### src/rtl/ilen_pkg.sv
package ilen_pkg;

    localparam int WORD_W      = 32;
    localparam int MAJOR_LO    = 26;
    localparam int MAJOR_W     = 6;
    localparam int CLASS_W     = 3;
    localparam int MINOR_LO    = 5;
    localparam int MINOR_W     = 6;
    localparam int ROUTE_LO    = 11;
    localparam int ROUTE_W     = 5;

    localparam logic [CLASS_W-1:0] CONST_CLASS   = 3'b001;
    localparam logic [MAJOR_W-1:0] STORE_MAJOR   = 6'b001001;
    localparam logic [2:0]         STORE_MIN_TOP = 3'b011;

    typedef enum logic [1:0] {
        SZ_BYTE   = 2'd0,
        SZ_HALF   = 2'd1,
        SZ_WORD   = 2'd2,
        SZ_DOUBLE = 2'd3
    } st_size_e;

    // Routing field, most significant bit first.
    typedef struct packed {
        logic follows;   // a constant trails the first word
        logic neg1;
        logic neg2;
        logic wide;      // trailing constant is 64 bits
        logic sgn;
    } route_t;

    typedef struct packed {
        logic [MAJOR_W-1:0] major;
        logic [MINOR_W-1:0] minor;
        route_t             route;
    } fields_t;

    // Words consumed by the first word plus any trailing constant.
    function automatic int unsigned route_words(route_t r);
        if (!r.follows)   return 1;
        else if (r.wide)  return 3;
        else              return 2;
    endfunction

    // Words consumed by a store-data immediate: ceil(bits/32).
    function automatic int unsigned imm_words(st_size_e sz);
        return (sz == SZ_DOUBLE) ? 2 : 1;
    endfunction

endpackage

### src/rtl/ilen_fields.sv
module ilen_fields
    import ilen_pkg::*;
(
    input  logic [WORD_W-1:0] word,
    output fields_t           fld,
    output logic              in_class
);
    logic unused_bits;

    always_comb begin
        fld.major = word[MAJOR_LO +: MAJOR_W];
        fld.minor = word[MINOR_LO +: MINOR_W];
        fld.route = route_t'(word[ROUTE_LO +: ROUTE_W]);
        in_class  = (word[WORD_W-1 -: CLASS_W] == CONST_CLASS);
    end

    assign unused_bits = ^{word[MAJOR_LO-1:ROUTE_LO+ROUTE_W], word[MINOR_LO-1:0]};

endmodule

### src/rtl/ilen_store.sv
module ilen_store
    import ilen_pkg::*;
(
    input  logic     valid,
    input  fields_t  fld,
    output logic     is_store,
    output st_size_e size
);
    always_comb begin
        is_store = valid
                && (fld.major == STORE_MAJOR)
                && (fld.minor[MINOR_W-1 -: 3] == STORE_MIN_TOP);
        size     = is_store ? st_size_e'(fld.minor[1:0]) : SZ_BYTE;
    end

    logic unused_minor;
    assign unused_minor = fld.minor[2];

endmodule

### src/rtl/ilen_sum.sv
module ilen_sum
    import ilen_pkg::*;
#(
    parameter int MAX_LEN = 5,
    localparam int LEN_W  = $clog2(MAX_LEN + 1)
)(
    input  logic             valid,
    input  logic             in_class,
    input  logic             is_store,
    input  route_t           route,
    input  st_size_e         size,
    output logic [LEN_W-1:0] len
);
    localparam int SUM_W = LEN_W + 1;
    localparam logic [SUM_W-1:0] CAP = SUM_W'(MAX_LEN);

    logic [SUM_W-1:0] base_w, extra_w, total_w;

    always_comb begin
        base_w  = SUM_W'(route_words(route));
        extra_w = is_store ? SUM_W'(imm_words(size)) : '0;
        total_w = base_w + extra_w;
        if (!valid)
            len = '0;
        else if (!in_class)
            len = LEN_W'(1);
        else if (total_w > CAP)
            len = LEN_W'(MAX_LEN);
        else
            len = total_w[LEN_W-1:0];
    end

    always_comb begin
        p_len_bound_r8: assert (len <= LEN_W'(MAX_LEN))
            else $error("length above limit");
    end

endmodule

### src/rtl/ilen_predecode.sv
module ilen_predecode
    import ilen_pkg::*;
#(
    parameter int MAX_LEN = 5,
    localparam int LEN_W  = $clog2(MAX_LEN + 1)
)(
    input  logic              in_valid,
    input  logic [WORD_W-1:0] in_word,
    output logic [LEN_W-1:0]  len_words,
    output logic              const_present,
    output logic              const_wide,
    output logic              neg_src1,
    output logic              neg_src2,
    output logic              store_imm_disp,
    output logic [1:0]        store_size
);
    fields_t  fld;
    logic     in_class;
    logic     live;
    logic     is_store;
    st_size_e st_sz;

    ilen_fields u_fields (
        .word     (in_word),
        .fld      (fld),
        .in_class (in_class)
    );

    assign live = in_valid && in_class;

    ilen_store u_store (
        .valid    (in_valid),
        .fld      (fld),
        .is_store (is_store),
        .size     (st_sz)
    );

    ilen_sum #(.MAX_LEN(MAX_LEN)) u_sum (
        .valid    (in_valid),
        .in_class (in_class),
        .is_store (is_store),
        .route    (fld.route),
        .size     (st_sz),
        .len      (len_words)
    );

    always_comb begin
        const_present  = live && fld.route.follows;
        const_wide     = live && fld.route.follows && fld.route.wide;
        neg_src1       = live && fld.route.neg1;
        neg_src2       = live && fld.route.neg2;
        store_imm_disp = is_store;
        store_size     = st_sz;
    end

    logic unused_sgn;
    assign unused_sgn = fld.route.sgn;

    always_comb begin
        if (!in_valid) begin
            p_idle_quiet_r1: assert (len_words == '0 && !is_store && st_sz == SZ_BYTE)
                else $error("invalid word produced output");
        end
        if (in_valid && !in_class) begin
            p_outside_single_r2: assert (len_words == LEN_W'(1) && !is_store)
                else $error("non-constant opcode not single word");
        end
        p_wide_needs_const_r5: assert (!const_wide || const_present)
            else $error("wide constant without constant");
        p_store_in_group_r7: assert (!is_store || in_class)
            else $error("store form outside constant group");
        if (in_valid && in_class && !is_store) begin
            p_plain_len_r3: assert (len_words >= LEN_W'(1) && len_words <= LEN_W'(3))
                else $error("plain length out of range");
        end
    end

endmodule

### config.mk
export PLATFORM = sky130hd
export DESIGN_NAME = ilen_predecode
export DESIGN_NICKNAME = d
export VERILOG_FILES = /design/src/rtl/ilen_pkg.sv /design/src/rtl/ilen_fields.sv /design/src/rtl/ilen_store.sv /design/src/rtl/ilen_sum.sv /design/src/rtl/ilen_predecode.sv
export SDC_FILE = /design/constraint.sdc
export NUM_CORES = 1
export LEC_CHECK = 0
export BUFFER_PORTS_ARGS = -buffer_cell sky130_fd_sc_hd__buf_2
export CELL_PAD_IN_SITES_DETAIL_PLACEMENT = 1
export CELL_PAD_IN_SITES_GLOBAL_PLACEMENT = 1
export CORE_UTILIZATION = 21
export DETAILED_ROUTE_END_ITERATION = 12
export PLACE_DENSITY_LB_ADDON = 0.25
export RECOVER_POWER = 25
export SYNTH_ARGS = -nofsm -noshare
export SYNTH_HDL_FRONTEND = slang
export SYNTH_HIERARCHICAL = 1
export SYNTH_SLANG_ARGS = --single-unit
export TNS_END_PERCENT = 10
### constraint.sdc
create_clock -name vclk -period 4.4
set_input_delay 0.44 -clock vclk [all_inputs]
set_output_delay 0.44 -clock vclk [all_outputs]
set_load 0.01 [all_outputs]
==> results of run 1 <==
[routing by layer]
metal	vias to the layer above	GRT usage (%)
met3	0	0
li1	146	-
met5	-	0
met1	123	11.63
met2	13	13.11
met4	0	0
[final timing paths]
path | from | cells past startpoint | slack (ns) | endpoint
max | in_word[27] | 10 | 1.28 | len_words[0]
min | in_word[6] | 4 | 1.21 | store_size[1]
[per-stage QoR]
| step | utilization, % | instances | hold WS (ns) | area, sq um |
|---|---|---|---|---|
| floorplan | - | 41 | 0.9910 | 300.3 |
| global placement | 25.55 | 67 | 1.216 | 336.6 |
| detailed placement | 25.55 | 67 | 1.209 | 336.6 |
| CTS | 25.55 | 67 | 1.210 | 336.6 |
| global route | 25.07 | 67 | 1.232 | 330.3 |
| finish | 25.07 | 67 | 1.208 | 330.3 |
[where the power goes]
group          internal [mW]  total (mW)  switching (mW)
Clock                      0           0               0
Combinational        0.00861      0.0155         0.00690
Sequential                 0           0               0
Total                0.00861      0.0155         0.00690
[layout make-up]
class	count	area (sq um)	area share, %
Multi-Input combinational cell	21	163.9	49.62
Timing Repair Buffer	26	128.9	39.02
Inverter	5	18.77	5.682
Tap cell	15	18.77	5.682
[cell usage in the layout, fill, tap and decap left out, drive strengths merged]
| master | count |
|---|---|
| inv | 5 |
| a21boi | 1 |
| buf | 25 |
| and4 | 1 |
| or4b | 1 |
| nor3b | 2 |
| nor4 | 2 |
| nand2 | 1 |
| nand2b | 2 |
| o31a | 1 |
| and3 | 3 |
| nor3 | 1 |
| fa | 1 |
| clkbuf | 1 |
| nand4b | 1 |
| nor2 | 2 |
| nand3 | 1 |
| ha | 1 |
==> flow_summary.yaml, run 1 <==
run_status:
  status: "complete, no violations"
detailed_routing:
  drcViolationCount: 0
  dr.first_iter.drc_count: 1
  first_pass_iters: 2
  wl_met1_um: 258
  routed.top_layer: "met3"
  via_per_inst: 4.209
  drt_wl_total_um: 590
  wl_met2_um: 284
  wl_met3_um: 48
  ant_nets: 0
  wl_per_cell_um: 8.806
  vias: 282
critical_path:
  start_kind: "primary input"
  end_kind: "output port"
  cpPeakStageDelay_ns: 0.54
  cpMostUsedCell: "buf_2"
  path_buf_inv: 3
  cpLargestDelayFamily: "simple AND/OR/NAND/NOR gates"
  worstPathRequired_ns: 3.96
  crit_slowest_cell: "or4b_4"
  path_cells: "buf_2 -> or4b_4 -> nor3_1 -> a21boi_0 -> ha_1 -> inv_1 -> fa_1 -> nor2_1 -> o31a_1 -> buf_2"
  crit_type: "in -> out"
  cp_max_fo: 3
  arrival_ns: 2.68
floorplanning:
  die_w_um: 39.82
  fp.dieArea_sq_um: 1585
  core_area_sq_um: 1318
  start_util_pct: 22.79
  ios: 43
  die_y_um: 39.82
  rows: 13
finish:
  flops_and_latches: 0
  area_growth_pct: 10.00
  ff_latch_area_sq_um: 0
  nets: 89
  diodes: 0
  clkbuf_count: 0
  layout-drive-gt1-share_pct: 55.77
  fill_cells: 185
grt:
  overflow: 0
  grt_pass1_vias: 213
  grt.total_usage_pct: 7.818
  grt_pass1_wl_um: 890
  grt_max_degree: 8
  antenna_found_initial: 0
hold_path:
  holdCritPathClass: "in -> out"
placed_design:
  gp_congestion: 0.6789
  port_buffers: 26
  place_ws_ns: 1.257
sta:
  maxSlewHeadroom_pct: 63.60
  setup_ws_ns: 1.284
  fmax_mhz: 320.9
  worst_pin_slew_ns: 0.5448
  finalHoldViolations: 0
  slew_viol_final: 0
  fin_crit_ns: 3.117
  rsz0062_at_grt: "no"
  tns_ns: 0
  period_share_pct: 70.83
  finalSetupViolCount: 0
logic_synthesis:
  syn-num-nets: 76
  syn_area_sq_um: 300.3
  syn_area_per_cell_sq_um: 7.324
  yosys_warnings: 6
  synthCells: 41
run:
  drv_cap: 0
clocking:
  post_cts_buffers: 0
  cts_resized: 0
  postCtsHoldBufs: 0
power_and_ir_drop:
  power_per_cell_area_nw_per_um2: 46.97
  power_mw: 0.01551
  leakagePower_nw: 0.1811
  ir_drop_mv: 0.01617
(Power assumes the default switching activity.)
==> run 2: changes to the inputs <==
- ABC_AREA: not set -> 1
- CORE_ASPECT_RATIO: not set -> 0.8
- CORE_UTILIZATION: 21 -> 18
- clock period: 4.4 -> 2.7 ns (I/O delays scaled with it)
==> run 2 against run 1 <==
Area after synthesis is 13% higher. Critical endpoint unchanged. Flip-flop and latch count stayed put. Utilization is 2.7 points lower. Critical path depth is 3 higher. Synthesized cell count is 44% higher.
==> flow_summary.yaml, run 2 <==
sta:
  whs_ns: 0.8314
  maxSlewHeadroom_pct: 79.74
  finalHoldViolations: 0
  rsz0062_at_grt: "no"
  setup_ws_ns: 0.3433
  slew_viol_final: 0
  fmax_mhz: 424.3
  period_share_pct: 87.28
  fin_crit_ns: 2.357
  worst_pin_slew_ns: 0.3016
  finalSetupViolCount: 0
  tns_ns: 0
logic_synthesis:
  yosys_warnings: 6
  syn_area_per_cell_sq_um: 5.726
  synthCells: 59
  syn-num-nets: 94
  syn_area_sq_um: 337.8
detailed_routing:
  dr.first_iter.drc_count: 1
  wl_met1_um: 315
  vias: 315
  ant_nets: 0
  wl_per_cell_um: 6.750
  via_per_inst: 3.424
  first_pass_iters: 2
  drcViolationCount: 0
  wl_met3_um: 30
  routed.top_layer: "met3"
  wl_met2_um: 275
  drt_wl_total_um: 621
critical_path:
  crit_slowest_cell: "fa_1"
  crit_type: "in -> out"
  end_kind: "output port"
  arrival_ns: 2.09
  path_cells: "buf_2 -> nand2_1 -> inv_1 -> nand3_2 -> nor3_1 -> a21boi_0 -> ha_1 -> inv_1 -> fa_1 -> nor2_1 -> nor2_1 -> nor2_1 -> buf_2"
  cpMostUsedCell: "nor2_1"
  cp_max_fo: 5
  worstPathRequired_ns: 2.43
  cpPeakStageDelay_ns: 0.43
  start_kind: "primary input"
hold_path:
  holdCritPathClass: "in -> out"
finish:
  layout-drive-gt1-share_pct: 42.86
  area_growth_pct: 12.22
  final_cell_mix: "buf_2 (25), inv_1 (15), nor2_1 (8)"
  nets: 107
  diodes: 0
  fill_cells: 235
  ff_latch_area_sq_um: 0
  flops_and_latches: 0
  layout_commonest_cell: "buf_2"
  clkbuf_count: 0
placed_design:
  place_ws_ns: 0.3046
  dpl.hpwl_um: 611.3
  port_buffers: 26
  gp_congestion: 0.5690
clocking:
  post_cts_buffers: 0
  cts_resized: 0
  postCtsHoldBufs: 0
power_and_ir_drop:
  power_per_cell_area_nw_per_um2: 76.79
  power_mw: 0.02911
  leakagePower_nw: 0.2486
  ir_drop_mv: 0.01511
floorplanning:
  die_y_um: 40.75
  die_w_um: 50.44
  ios: 43
  start_util_pct: 19.97
  fp.dieArea_sq_um: 2055
  rows: 13
  core_area_sq_um: 1692
grt:
  overflow: 0
  grt_max_degree: 6
  grt_pass1_wl_mm: 1.069
  grt.total_usage_pct: 6.584
  grt_pass1_vias: 273
  antenna_found_initial: 0
run_status:
  status: "complete, no violations"
run:
  drv_cap: 0
==> run 2: changes by cell type in the layout (fill, tap and decap cells not counted), sizes merged, moves of 3 or more <==
| cell | previous run | this run |
|---|---|---|
| inv | 5 | 15 |
| nor2 | 2 | 11 |
| nand2 | 1 | 7 |
| and3 | 3 | 0 |
| nor3 | 1 | 4 |
==> run 2: critical path: cells and delay by family <==
family                     cells  cell delay (ns)
AOI/OAI and AO/OA              1             0.15
adders and majority gates      2             0.64
buffers and inverters          4             0.38
and+or+nand+nor                6             0.63
==> run 2: stage by stage <==
step,area [sq um],cells,utilization [%]
after floorplan,337.8,59,-
after global placement,382.9,92,22.63
after detailed placement,382.9,92,22.63
after CTS,382.9,92,22.63
after global routing,379.1,92,22.41
final,379.1,92,22.41
==> run 2: area by class of cell <==
class / count / area, sq um / area share, %
multi-input combinational: 29 / 166.4 / 43.89
timing repair buffer: 26 / 128.9 / 33.99
tap: 22 / 27.53 / 7.261
inverter: 15 / 56.30 / 14.85
==> run 2: worst paths after layout <==
path,startpoint,slack (ns),depth (start not counted),end
min,in_word[13],0.83,4,neg_src2
max,in_valid,0.34,13,len_words[0]
==> run 2: power by group <==
group | internal [mW] | switching, mW | leakage (nW)
clock | 0 | 0 | 0
combinational | 0.0144 | 0.0147 | 0.249
sequential | 0 | 0 | 0
==> run 2: layer usage <==
layer / track usage, % / vias up
met5: 0 / -
met1: 9.462 / 127
li1: - / 178
met2: 11.67 / 10
met3: 0.3704 / 0
met4: 0 / 0
==> run 3: changes to the inputs <==
- ABC_AREA: 1 -> not set
- CORE_MARGIN: not set -> 4
- CORE_UTILIZATION: 18 -> 17
==> run 3 against run 2 <==
Utilization grew 3.5 points. Hold slack gained 0.060 ns. Die area grew 22%. Routed wire length grew 29%. First-iteration DRC count grew to 4.0 times the previous value. Worst setup slack lost 0.32 ns. Global-route usage shrank 0.82 points. Sequential share of layout area is the same. Maximum frequency shrank 12%. Flip-flop and latch count is the same. Largest power group unchanged.
==> flow_summary.yaml, run 3 (synthesis gave the netlist of run 1 again) <==
run:
  drv_cap: 0
run_status:
  status: "complete, no violations"
power_and_ir_drop:
  leakagePower_nw: 0.2204
  power_per_cell_area_nw_per_um2: 76.58
  ir_drop_mv: 0.02204
hold_path:
  whs_endpoint: "neg_src1"
  holdCritPathClass: "in -> out"
  hold_start: "in_word[14]"
  hold_depth: 3
floorplanning:
  die_w_um: 54.99
  ios: 43
  die_y_um: 45.59
  start_util_pct: 18.28
  fp.dieArea_sq_um: 2507
  core_area_sq_um: 1643
  rows: 13
finish:
  nets: 95
  fin_util_pct: 25.89
  area_growth_pct: 41.67
  fill_cells: 211
  final_cell_mix: "buf_2 (25), buf_4 (6), inv_1 (5)"
  flops_and_latches: 0
  layout-drive-gt1-share_pct: 68.97
  ff_latch_area_sq_um: 0
  clkbuf_count: 0
  fin_cells: 80
  diodes: 0
  layout_commonest_cell: "buf_2"
grt:
  grt_pass1_wl_mm: 1.124
  grt_pass1_vias: 278
  overflow: 0
  grt_max_degree: 8
  antenna_found_initial: 0
  grt.total_usage_pct: 5.764
detailed_routing:
  dr.first_iter.drc_count: 4
  drcViolationCount: 0
  ant_nets: 0
  vias: 310
  first_pass_iters: 2
  drt_wl_total_um: 803
  via_per_inst: 3.875
  wl_per_cell_um: 10.04
sta:
  finalHoldViolations: 0
  finalSetupViolCount: 0
  tns_ns: 0
  slew_viol_final: 0
  fmax_mhz: 373.7
  period_share_pct: 99.12
  worst_pin_slew_ns: 0.5923
  fin_crit_ns: 2.676
  maxSlewHeadroom_pct: 60.43
  rsz0062_at_grt: "yes"
  setup_ws_ns: 0.02383
placed_design:
  gp_congestion: 0.7095
  place_ws_ns: -0.005946
  place_inst: 80
  dpl.hpwl_um: 746.5
  port_buffers: 26
critical_path:
  arrival_ns: 2.41
  cp_max_fo: 3
  end_kind: "output port"
  worstPathRequired_ns: 2.43
  start_kind: "primary input"
  crit_type: "in -> out"
clocking:
  post_cts_buffers: 0
  postCtsHoldBufs: 0
run 3: cell count changes in the layout (fill, tap and decap cells not counted), moves of 3 or more:
cell,delta
nand2_1,-6
buf_4,+6
nor3_1,-4
and3_2,+3
inv_1,-10
nor2_1,-6
nor2_2,-3
run 3: final cells by class:
class / instances / area [sq um] / share of cell area (%)
multi-input combinational: 21 / 205.2 / 48.24
timing repair buffer: 32 / 173.9 / 40.88
tap: 22 / 27.53 / 6.471
inverter: 5 / 18.77 / 4.412
run 3: metrics by stage:
stage | total power [mW] | hold WS, ns | cell area (sq um)
2_1_floorplan | 0.02816 | 0.6510 | 335.3
3_3_place_gp | 0.03286 | 0.8853 | 425.4
3_5_place_dp | 0.03348 | 0.8911 | 425.4
4_1_cts | 0.03373 | 0.8916 | 425.4
5_1_grt | 0.03596 | 0.9064 | 425.4
6_report | 0.03258 | 0.8917 | 425.4
run 3: how the worst max path moves through the flow:
stage | cells past startpoint | from | to | slack, ns
final | 9 | in_word[27] | len_words[0] | 0.02
after global routing | 10 | in_word[27] | len_words[0] | -0.1
after CTS | 10 | in_word[27] | len_words[1] | 0.0006
after detailed placement | 10 | in_word[27] | len_words[1] | -0.006
after global placement | 10 | in_word[27] | len_words[1] | 0.003
after floorplan | 8 | in_word[27] | len_words[1] | 0.03
run 3: layer usage:
layer | vias to the layer above | routed length, um | GRT usage (%)
li1 | 158 | - | -
met1 | 143 | 323 | 7.379
met2 | 9 | 417 | 11.08
met3 | 0 | 62 | 0.3279
met4 | 0 | 0 | 0
met5 | - | 0 | 0
run 3: repair_timing:
item	CTS	global route
gates cloned	0	0
setup endpoints to repair	2	2
gates resized for setup	1	2
run 3: power by group:
group / internal (mW) / leakage, nW / total, mW / switching [mW]
clock network: 0 / 0 / 0 / 0
registers: 0 / 0 / 0 / 0
logic: 0.0176 / 0.220 / 0.0326 / 0.0150
run 3: worst max-delay path, stage by stage:
cell and delay, ns:
buf_2 0.09, or4b_4 0.55, buf_4 0.16, nor4_4 0.19, nand3_1 0.16, fa_1 0.56
nor2_1 0.05, o31a_1 0.23, buf_2 0.14
